--- config.mk ---
export PLATFORM = sky130hd
export DESIGN_NAME = perf_counter_unit
export DESIGN_NICKNAME = d
export VERILOG_FILES = /design/src/rtl/pcu_pkg.sv /design/src/rtl/pcu_ctrl_regs.sv /design/src/rtl/pcu_event_sel.sv /design/src/rtl/pcu_counter.sv /design/src/rtl/perf_counter_unit.sv
export SDC_FILE = /design/constraint.sdc
export NUM_CORES = 1
export LEC_CHECK = 0
export ABC_AREA = 1
export BUFFER_PORTS_ARGS = -buffer_cell sky130_fd_sc_hd__buf_2
export CAP_MARGIN = 10
export CORE_UTILIZATION = 30
export DETAILED_ROUTE_END_ITERATION = 7
export PLACE_DENSITY = 0.52
export SETUP_SLACK_MARGIN = 0.15
export SLEW_MARGIN = 25
export SYNTH_ARGS = -nofsm -noshare
export SYNTH_HDL_FRONTEND = slang
export SYNTH_SLANG_ARGS = --single-unit
--- constraint.sdc ---
create_clock -name clk -period 1.6 [get_ports clk]
set_input_delay 0.24 -clock clk [delete_from_list [all_inputs] [get_ports clk]]
set_output_delay 0.24 -clock clk [all_outputs]
set_load 0.05 [all_outputs]
--- src/rtl/pcu_pkg.sv ---
package pcu_pkg;
  localparam int DW     = 32;
  localparam int SELW   = 8;
  localparam int NPROG  = 4;
  localparam int NFIX   = 2;
  localparam int NCNT   = NPROG + NFIX;
  localparam int AW     = 3;

  localparam logic [AW-1:0] ADDR_FIX_INSN = 3'd4;
  localparam logic [AW-1:0] ADDR_FIX_CYC  = 3'd5;
  localparam logic [AW-1:0] ADDR_GCTL     = 3'd6;
  localparam logic [AW-1:0] ADDR_EVSEL    = 3'd7;

  localparam int GC_FRZ_ALL   = 31;
  localparam int GC_EXCL_HI   = 19;
  localparam int GC_EXCL_LO   = 18;
  localparam int GC_FRZ_FIRST = 13;
  localparam int GC_FRZ_REST  = 12;

  localparam logic [DW-1:0] GCTL_RESET = 32'h8000_0000;

  localparam logic [SELW-1:0] SEL_INSN     = 8'h02;
  localparam logic [SELW-1:0] SEL_CYC      = 8'h1E;
  localparam logic [SELW-1:0] SEL_CYC_ALT  = 8'hF0;
  localparam logic [SELW-1:0] SEL_INSN_ALT = 8'hFE;
  localparam logic [SELW-1:0] SEL_INSN_RUN = 8'hFA;

  typedef enum logic [1:0] {
    EV_NONE,
    EV_INSN,
    EV_CYC,
    EV_INSN_RUN
  } ev_kind_e;
endpackage

--- src/rtl/pcu_ctrl_regs.sv ---
module pcu_ctrl_regs
  import pcu_pkg::*;
(
  input  logic          clk,
  input  logic          rst_n,
  input  logic          wr_gctl,
  input  logic          wr_evsel,
  input  logic [DW-1:0] wdata,
  output logic [DW-1:0] gctl_q,
  output logic [DW-1:0] evsel_q
);
  logic [DW-1:0] gctl_d, evsel_d;
  logic          gctl_en, evsel_en;

  always_comb begin
    gctl_en  = wr_gctl;
    evsel_en = wr_evsel;
    gctl_d   = wdata;
    evsel_d  = wdata;
  end

  always_ff @(posedge clk or negedge rst_n) begin
    if (!rst_n) begin
      gctl_q  <= GCTL_RESET;
      evsel_q <= '0;
    end else begin
      if (gctl_en)  gctl_q  <= gctl_d;
      if (evsel_en) evsel_q <= evsel_d;
    end
  end
endmodule

--- src/rtl/pcu_event_sel.sv ---
module pcu_event_sel
  import pcu_pkg::*;
#(
  parameter int IDX = 0
) (
  input  logic [SELW-1:0] sel,
  output ev_kind_e        kind
);
  ev_kind_e common_kind;

  always_comb begin
    unique case (sel)
      SEL_INSN: common_kind = EV_INSN;
      SEL_CYC:  common_kind = EV_CYC;
      default:  common_kind = EV_NONE;
    endcase
  end

  generate
    if (IDX == 0) begin : g_first
      always_comb begin
        if (sel == SEL_CYC_ALT)       kind = EV_CYC;
        else if (sel == SEL_INSN_ALT) kind = EV_INSN;
        else                          kind = common_kind;
      end
    end else if (IDX == NPROG-1) begin : g_last
      always_comb begin
        if (sel == SEL_INSN_RUN) kind = EV_INSN_RUN;
        else                     kind = common_kind;
      end
    end else begin : g_mid
      always_comb kind = common_kind;
    end
  endgenerate
endmodule

--- src/rtl/pcu_counter.sv ---
module pcu_counter
  import pcu_pkg::*;
(
  input  logic          clk,
  input  logic          rst_n,
  input  logic          wr_en,
  input  logic [DW-1:0] wdata,
  input  logic          inc_en,
  output logic [DW-1:0] cnt_q
);
  logic [DW-1:0] cnt_d;
  logic          cnt_en;

  always_comb begin
    cnt_en = wr_en | inc_en;
    if (wr_en) cnt_d = wdata;
    else       cnt_d = cnt_q + DW'(1);
  end

  always_ff @(posedge clk or negedge rst_n) begin
    if (!rst_n)      cnt_q <= '0;
    else if (cnt_en) cnt_q <= cnt_d;
  end
endmodule

--- src/rtl/perf_counter_unit.sv ---
module perf_counter_unit
  import pcu_pkg::*;
(
  input  logic          clk,
  input  logic          rst_n,
  input  logic          cyc_tick,
  input  logic          insn_done,
  input  logic          run_latch,
  input  logic          user_mode,
  input  logic          reg_wr,
  input  logic [AW-1:0] reg_addr,
  input  logic [DW-1:0] reg_wdata,
  output logic [DW-1:0] reg_rdata
);
  logic [DW-1:0]            gctl_q, evsel_q;
  logic [NCNT-1:0][DW-1:0]  cnt_q;
  logic [NCNT-1:0]          cnt_wr, cnt_inc;
  ev_kind_e                 kind [NCNT];
  logic                     frz_all, frz_first, frz_rest, fix_excl, fix_blocked;

  always_comb begin
    frz_all     = gctl_q[GC_FRZ_ALL];
    frz_first   = gctl_q[GC_FRZ_FIRST];
    frz_rest    = gctl_q[GC_FRZ_REST];
    fix_excl    = &gctl_q[GC_EXCL_HI:GC_EXCL_LO];
    fix_blocked = user_mode && fix_excl &&
                  (reg_addr == ADDR_FIX_INSN || reg_addr == ADDR_FIX_CYC);
  end

  pcu_ctrl_regs u_ctrl (
    .clk      (clk),
    .rst_n    (rst_n),
    .wr_gctl  (reg_wr && reg_addr == ADDR_GCTL),
    .wr_evsel (reg_wr && reg_addr == ADDR_EVSEL),
    .wdata    (reg_wdata),
    .gctl_q   (gctl_q),
    .evsel_q  (evsel_q)
  );

  generate
    for (genvar k = 0; k < NCNT; k++) begin : g_cnt
      localparam bit IS_FIX = (k >= NPROG);
      logic stop;

      if (!IS_FIX) begin : g_prog
        pcu_event_sel #(.IDX(k)) u_sel (
          .sel  (evsel_q[DW-1-k*SELW -: SELW]),
          .kind (kind[k])
        );
      end else if (k == NPROG) begin : g_fix_insn
        assign kind[k] = EV_INSN;
      end else begin : g_fix_cyc
        assign kind[k] = EV_CYC;
      end

      always_comb begin
        stop = frz_all || ((k == 0) ? frz_first : frz_rest) || (IS_FIX && fix_excl);
        unique case (kind[k])
          EV_INSN:     cnt_inc[k] = !stop && insn_done;
          EV_CYC:      cnt_inc[k] = !stop && cyc_tick;
          EV_INSN_RUN: cnt_inc[k] = !stop && insn_done && run_latch;
          default:     cnt_inc[k] = 1'b0;
        endcase
        cnt_wr[k] = reg_wr && reg_addr == AW'(k) && !(IS_FIX && fix_blocked);
      end

      pcu_counter u_counter (
        .clk    (clk),
        .rst_n  (rst_n),
        .wr_en  (cnt_wr[k]),
        .wdata  (reg_wdata),
        .inc_en (cnt_inc[k]),
        .cnt_q  (cnt_q[k])
      );
    end
  endgenerate

  always_comb begin
    if (fix_blocked)                reg_rdata = '0;
    else if (reg_addr == ADDR_GCTL)  reg_rdata = gctl_q;
    else if (reg_addr == ADDR_EVSEL) reg_rdata = evsel_q;
    else                             reg_rdata = cnt_q[reg_addr];
  end
endmodule

* After elaboration in Yosys (flattened, before gate mapping)
Cells that the tools add are included.
** Word-level totals
- Register bits after elaboration :: 256
- Logic and storage cells :: 103
** Cells by class
- $add $sub $neg :: 6
- $lt $le $gt $ge :: 1
- Equality and inequality tests :: 30
- Muxes and demuxes :: 22
- Bitwise gates (word level) :: 6
- Reduce and logical (&&, ||, !) cells :: 30
** Operator list (count)
- $mux W32 :: 10
- $add A32 B1 Y32 const B :: 6
- $bmux W32 S3 :: 1
- $eq A8 B2 Y1 const B :: 4
- $eq A8 B5 Y1 const B :: 4
- $eq A8 B8 Y1 const B :: 3
- $logic_and A1 B1 Y1 :: 20
- $eq A2 B2 Y1 const B :: 8
- $pmux W2 S2 :: 4
- $eq A3 B3 Y1 const B :: 4
- $pmux W1 S3 :: 4
- $eq A2 B1 Y1 const B :: 4
- $eq A3 B2 Y1 const B :: 2
- $mux W2 :: 3
- $or A1 B1 Y1 :: 6
- $logic_not A1 Y1 :: 4
- $logic_or A1 B1 Y1 :: 4
- $lt A3 B4 Y1 const B :: 1
- $eq A3 B1 Y1 const B :: 1
- $logic_not A3 Y1 :: 1
- $reduce_and A2 Y1 :: 1

* Longest topological paths before layout
- Depth after elaboration :: 7
- Mapped depth :: 12
- Depth with buffers taken out :: 12

* By module
From an unflattened synthesis, not the netlist that was laid out.
** Unflattened totals
- Cells, all modules :: 2894
- Area, all modules :: 18718.0 µm²
** By module, submodules not included
- pcu_counter :: times used 6, cells an instance 325, area each 2218.4 µm², seq. area each 800.8 µm²
- perf_counter_unit :: times used 1, cells an instance 590, area each 2551.2 µm², seq. area each 0.0 µm²
- pcu_ctrl_regs :: times used 1, cells an instance 272, area each 2536.2 µm², seq. area each 1602.8 µm²
- pcu_event_sel at g_cnt[0].g_prog.u_sel :: times used 1, cells an instance 29, area each 113.9 µm², seq. area each 0.0 µm²
- pcu_event_sel at g_cnt[1].g_prog.u_sel ... :: times used 2, cells an instance 14, area each 52.6 µm², seq. area each 0.0 µm²
- pcu_event_sel at g_cnt[3].g_prog.u_sel :: times used 1, cells an instance 25, area each 101.3 µm², seq. area each 0.0 µm²

* Worst setup path after synthesis
Ideal clock, no wire load.
- Path kind :: input -> output
- Start :: in reg_addr[2]
- End :: out reg_rdata[18]
- Arrival time :: 2068 ps
- Required time :: 1360 ps
- Setup slack :: -708 ps
- Cell stages on the path :: 5
- Cells stage by stage :: buf_2 > buf_1 > buf_1 > a211oi_1 > nor3_1
** Between the ends
- Cells in the longest elaborated chain, start to end :: 5
- Elaborated cells on any way between the ends :: 11
- Classes of those cells :: eq/ne: 4; mux: 5; reduce/logical: 2
** RTL lines
- start, declared :: RTL line perf_counter_unit.sv:11 : input logic [AW-1:0] reg_addr,
- $bmux W32 S3 :: RTL line perf_counter_unit.sv:82 : else reg_rdata = cnt_q[reg_addr];
- $mux W32 (implied by the code) :: RTL line perf_counter_unit.sv:82
- $mux W32 :: RTL line perf_counter_unit.sv:81 : else if (reg_addr == ADDR_EVSEL) reg_rdata = evsel_q;
- $mux W32 :: RTL line perf_counter_unit.sv:80 : else if (reg_addr == ADDR_GCTL) reg_rdata = gctl_q;
- $mux W32 * :: RTL line perf_counter_unit.sv:79 : if (fix_blocked) reg_rdata = '0;
- end, declared :: RTL line perf_counter_unit.sv:13 : output logic [DW-1:0] reg_rdata
Mark *: on every way between the ends. The rest lies on a longest branch, timed or not. The select of a mux whose other input is x is not followed.

* Worst setup path after layout
- Start :: reg u_ctrl.gctl_q[18]
- End :: out reg_rdata[2]
** Between the ends
- Cells in the longest elaborated chain, start to end :: 4
** RTL lines
- start, declared :: RTL line pcu_ctrl_regs.sv:9 : output logic [DW-1:0] gctl_q,
- start signal, assigned :: RTL line pcu_ctrl_regs.sv:27 : if (gctl_en) gctl_q <= gctl_d;
- $reduce_and A2 Y1 :: RTL line perf_counter_unit.sv:25 : fix_excl = &gctl_q[GC_EXCL_HI:GC_EXCL_LO];
- $logic_and A1 B1 Y1 (2 in series) :: RTL line perf_counter_unit.sv:26 : fix_blocked = user_mode && fix_excl &&
- $mux W32 :: RTL line perf_counter_unit.sv:79
No other way between the ends.

==> reports/qor.txt <==
sequential element share of the synthesized area: 34.4%
Hold Vio Cnt, Final: 0
WL/cell: 23.4 um
layout overhead on the synthesized area: 59.7%
headroom to the max-slew limit: 60.5%
total of flip-flops plus latches after synthesis: 256
initial standard-cell utilization of the core: 30.6%
shortest period the worst path allows: 2.29 ns
type of the worst setup path: reg2out
Peak Freq: 436 MHz
setup-violating endpoint count in the final report: 224
first-pass iteration count of the detailed router: 7
main combinational cell family by area after synthesis: simple AND/OR/NAND/NOR gates
capturing element type of the critical path: output pin
required time of the critical path: 1.36 ns
net count after synthesis: 2992
Residual DRC: 0
netlist area before placement: 18600 um^2
port bufs: 73
outcome: finished, violations left
synth unique cells: 48
Layout Skew: 0.0209 ns
most numerous cell on the critical path: buf_12
DR vias/cell: 5.27
first-pass GRT wire length: 146000 um
Die Outline Area: 63100 um^2
post-route non-filler standard cell count: 4370
total gr overflow: 0
Syn. warnings: 0
violated checks: negative setup slack
worst hold-check slack: 0.0170 ns
# clock sinks: 256
cell type group with the largest total delay on the critical path: buffers and inverters
portion of netlist area occupied by mux cells: 0%
Final period util: 143%
Synth Flop Type: dfrtp_1
via count: 23020
power per unit of standard cell area: 1350 nW/um^2
commonest cells after routing, fill and taps aside: nand2_1 (919), buf_4 (475), nor2_1 (271)
pin count of the biggest net entering global routing: 67
Rows: 90
clock root cell: clkbuf_16
Post-synth EDFFs: 0
xor and xnor fraction of the mapped netlist area: 3.10%
Fillers: 6125
vias in the first global route: 21767
area of the multi-input gates: 13400 um^2
fraction of final layout cells with drive strength greater than 1: 36.6%
FF-to-FF path depth: 15
transition time at the pin with the least slew margin: 0.592 ns
Die W: 251 um
final HPWL from detailed placement: 79000 um
Core Area: 60800 um^2
cell depth of the worst hold path: 3
worst-skew pair later-pin latency: 0.57 ns
number of top-level pins: 74
RSZ-0062 raised after global routing: true
synthesized area divided by synthesized cell count: 6.33 um^2
number of buffers added by the clock tree synthesis step: 35
die height: 251 um
Final Core Density: 48.9%
leakage power: 14.1 nW
most common cell after layout, fill and taps aside: nand2_1
path class of the lowest-slack min-delay path: in2reg
initial drt markers: 2135
H-tree levels: 2
global placement routability congestion: 1.02
final worst slack: -0.691 ns
Critical Path Fanout Max: 20
area share of and/or/nand/nor cells after synthesis: 40.7%
worst-path cell chain: nand2_2 -> nor2_2 -> inv_2 -> buf_12 -> o21ai_1 -> buf_4 -> a21oi_4 -> buf_12
Storage cell area: 6430 um^2
worst IR drop on VDD: 0.880 mV
net total in the final layout: 3614
cell count after placement: 4232
asr flop ratio synth: 100%
number of cells on the critical path: 8
slowest stage cell on the critical path: dfrtp_1
compound-cell area share of the yosys netlist: 12.4%
delay of the slowest cell on the worst path: 0.38 ns
Antenna Diode Count: 0
clock tree from TritonCTS: done
total routing resource utilization after global routing: 31.7%
maximum capacitance violations: 0
antenna violations before repair: 3
final number of max-transition violations: 0
aggregate routed wire length: 102000 um
critical path arrival: 2.05 ns
buffer depth of the longest clock path: 3
crit path buf inv count: 4
post-synthesis share of cell area spent on full adders, half adders and majority gates: 0.403%
clk slew on worst S/H paths: 0.06 ns
Mapped Cells: 2944
antenna-violating nets left: 0
Critical Path Start Type: flip-flop
[stage by stage]
step / cell area (um^2) / power [mW] / setup WS [ns] / setup TNS [ns]
2_1_floorplan: 19200 / 18.4 / -0.0336 / -0.229
3_3_place_gp: 24700 / 27.8 / -0.550 / -38.19
3_5_place_dp: 24700 / 27.8 / -0.582 / -40.71
4_1_cts: 28000 / 38.5 / -0.680 / -45.03
5_1_grt: 29700 / 42.0 / -0.753 / -69.68
6_report: 29700 / 40.2 / -0.691 / -56.90
[worst min-delay path: stages]
cell and delay [ns]:
buf_2 0.16, nand2_1 0.09, nand3_2 0.07
[kinds of logic (layout without fill, tap and decap cells)]
family,after synthesis,in the layout
AO/OA/AOI/OAI,396,396
XOR/XNOR,66,66
adder cells (fa/ha/maj),6,6
buffers and inverters,407,1051
flip-flops,256,256
AND/OR/NAND/NOR,1813,1813
[sequential cells by signal (all words and copies together), names as in the netlist]
name,cells
g_cnt.u_counter.cnt_q,192
u_ctrl.evsel_q,32
u_ctrl.gctl_q,32
[layout make-up]
cell class                 instances  area share [%]
multi-input combinational       2281            44.9
timing repair buffer             699            22.2
sequential                       256            21.6
inverter                         293            3.98
tap                              782            3.29
clock buffer                      44            3.26
clock inverter                    15           0.728
[synth_stat cells (5+ instances only)]
cell type  instances  area [um^2]
a211oi_1          17          128
a21oi_1           52          260
a31oi_1           18          113
buf_1              5         18.8
buf_2             56          280
buf_4              7         52.6
buf_6              7         78.8
clkbuf_1          37          139
dfrtp_1          255         6380
ha_1               6         75.1
inv_1            276         1040
inv_2             14         52.6
nand2_1         1102         4140
nand2_2            9         56.3
nand3_1          241         1210
nand3b_1          22          165
nand4_1           47          294
nor2_1           311         1170
nor2_2            15         93.8
nor2_4             6         67.6
nor3_1            37          185
o211ai_1          24          180
o21ai_0          181          906
o21ai_1           25          125
o221ai_1          34          298
o22ai_1           36          225
xnor2_1           14          123
xor2_1            52          455
[path summary, 6_finish.rpt]
| kind | slack, ns | to | startpoint |
|---|---|---|---|
| max | -0.69 | reg_rdata[2] | u_ctrl.gctl_q[18] |
| min in group asynchronous | 0.15 | g_cnt[3].u_counter.cnt_q[3] | rst_n |
| max in group asynchronous | 0.77 | g_cnt[0].u_counter.cnt_q[2] | rst_n |
| min | 0.02 | g_cnt[1].u_counter.cnt_q[1] | reg_wdata[1] |
| min reg2reg | 0.48 | u_ctrl.gctl_q[0] | u_ctrl.gctl_q[0] |
| max reg2reg | -0.39 | g_cnt[5].u_counter.cnt_q[27] | u_ctrl.gctl_q[18] |
[where the power goes]
| part | switching, mW | total, mW | internal (mW) |
|---|---|---|---|
| Sequential | 2.95 | 11.7 | 8.78 |
| Combinational | 11.5 | 20.0 | 8.47 |
| Clock | 3.37 | 8.46 | 5.09 |
[per-layer routing]
| metal | part of all wire (%) | wire length [um] | GRT usage, % |
|---|---|---|---|
| met5 | 0.026 | 27 | 0 |
| met4 | 6.5 | 6610 | 18.1 |
| met3 | 9.1 | 9290 | 7.71 |
| met2 | 42 | 43200 | 46.8 |
| met1 | 42 | 43100 | 42.1 |
[timing repair]
item,in CTS,in global routing
hold endpoints to repair,257,0
cloned,10,6
pin swaps,121,134
gates resized for setup,477,362
setup endpoints to repair,224,224
hold buffers,3,0
setup buffers,32,28
Note: power is estimated with default switching activity, not from simulation.
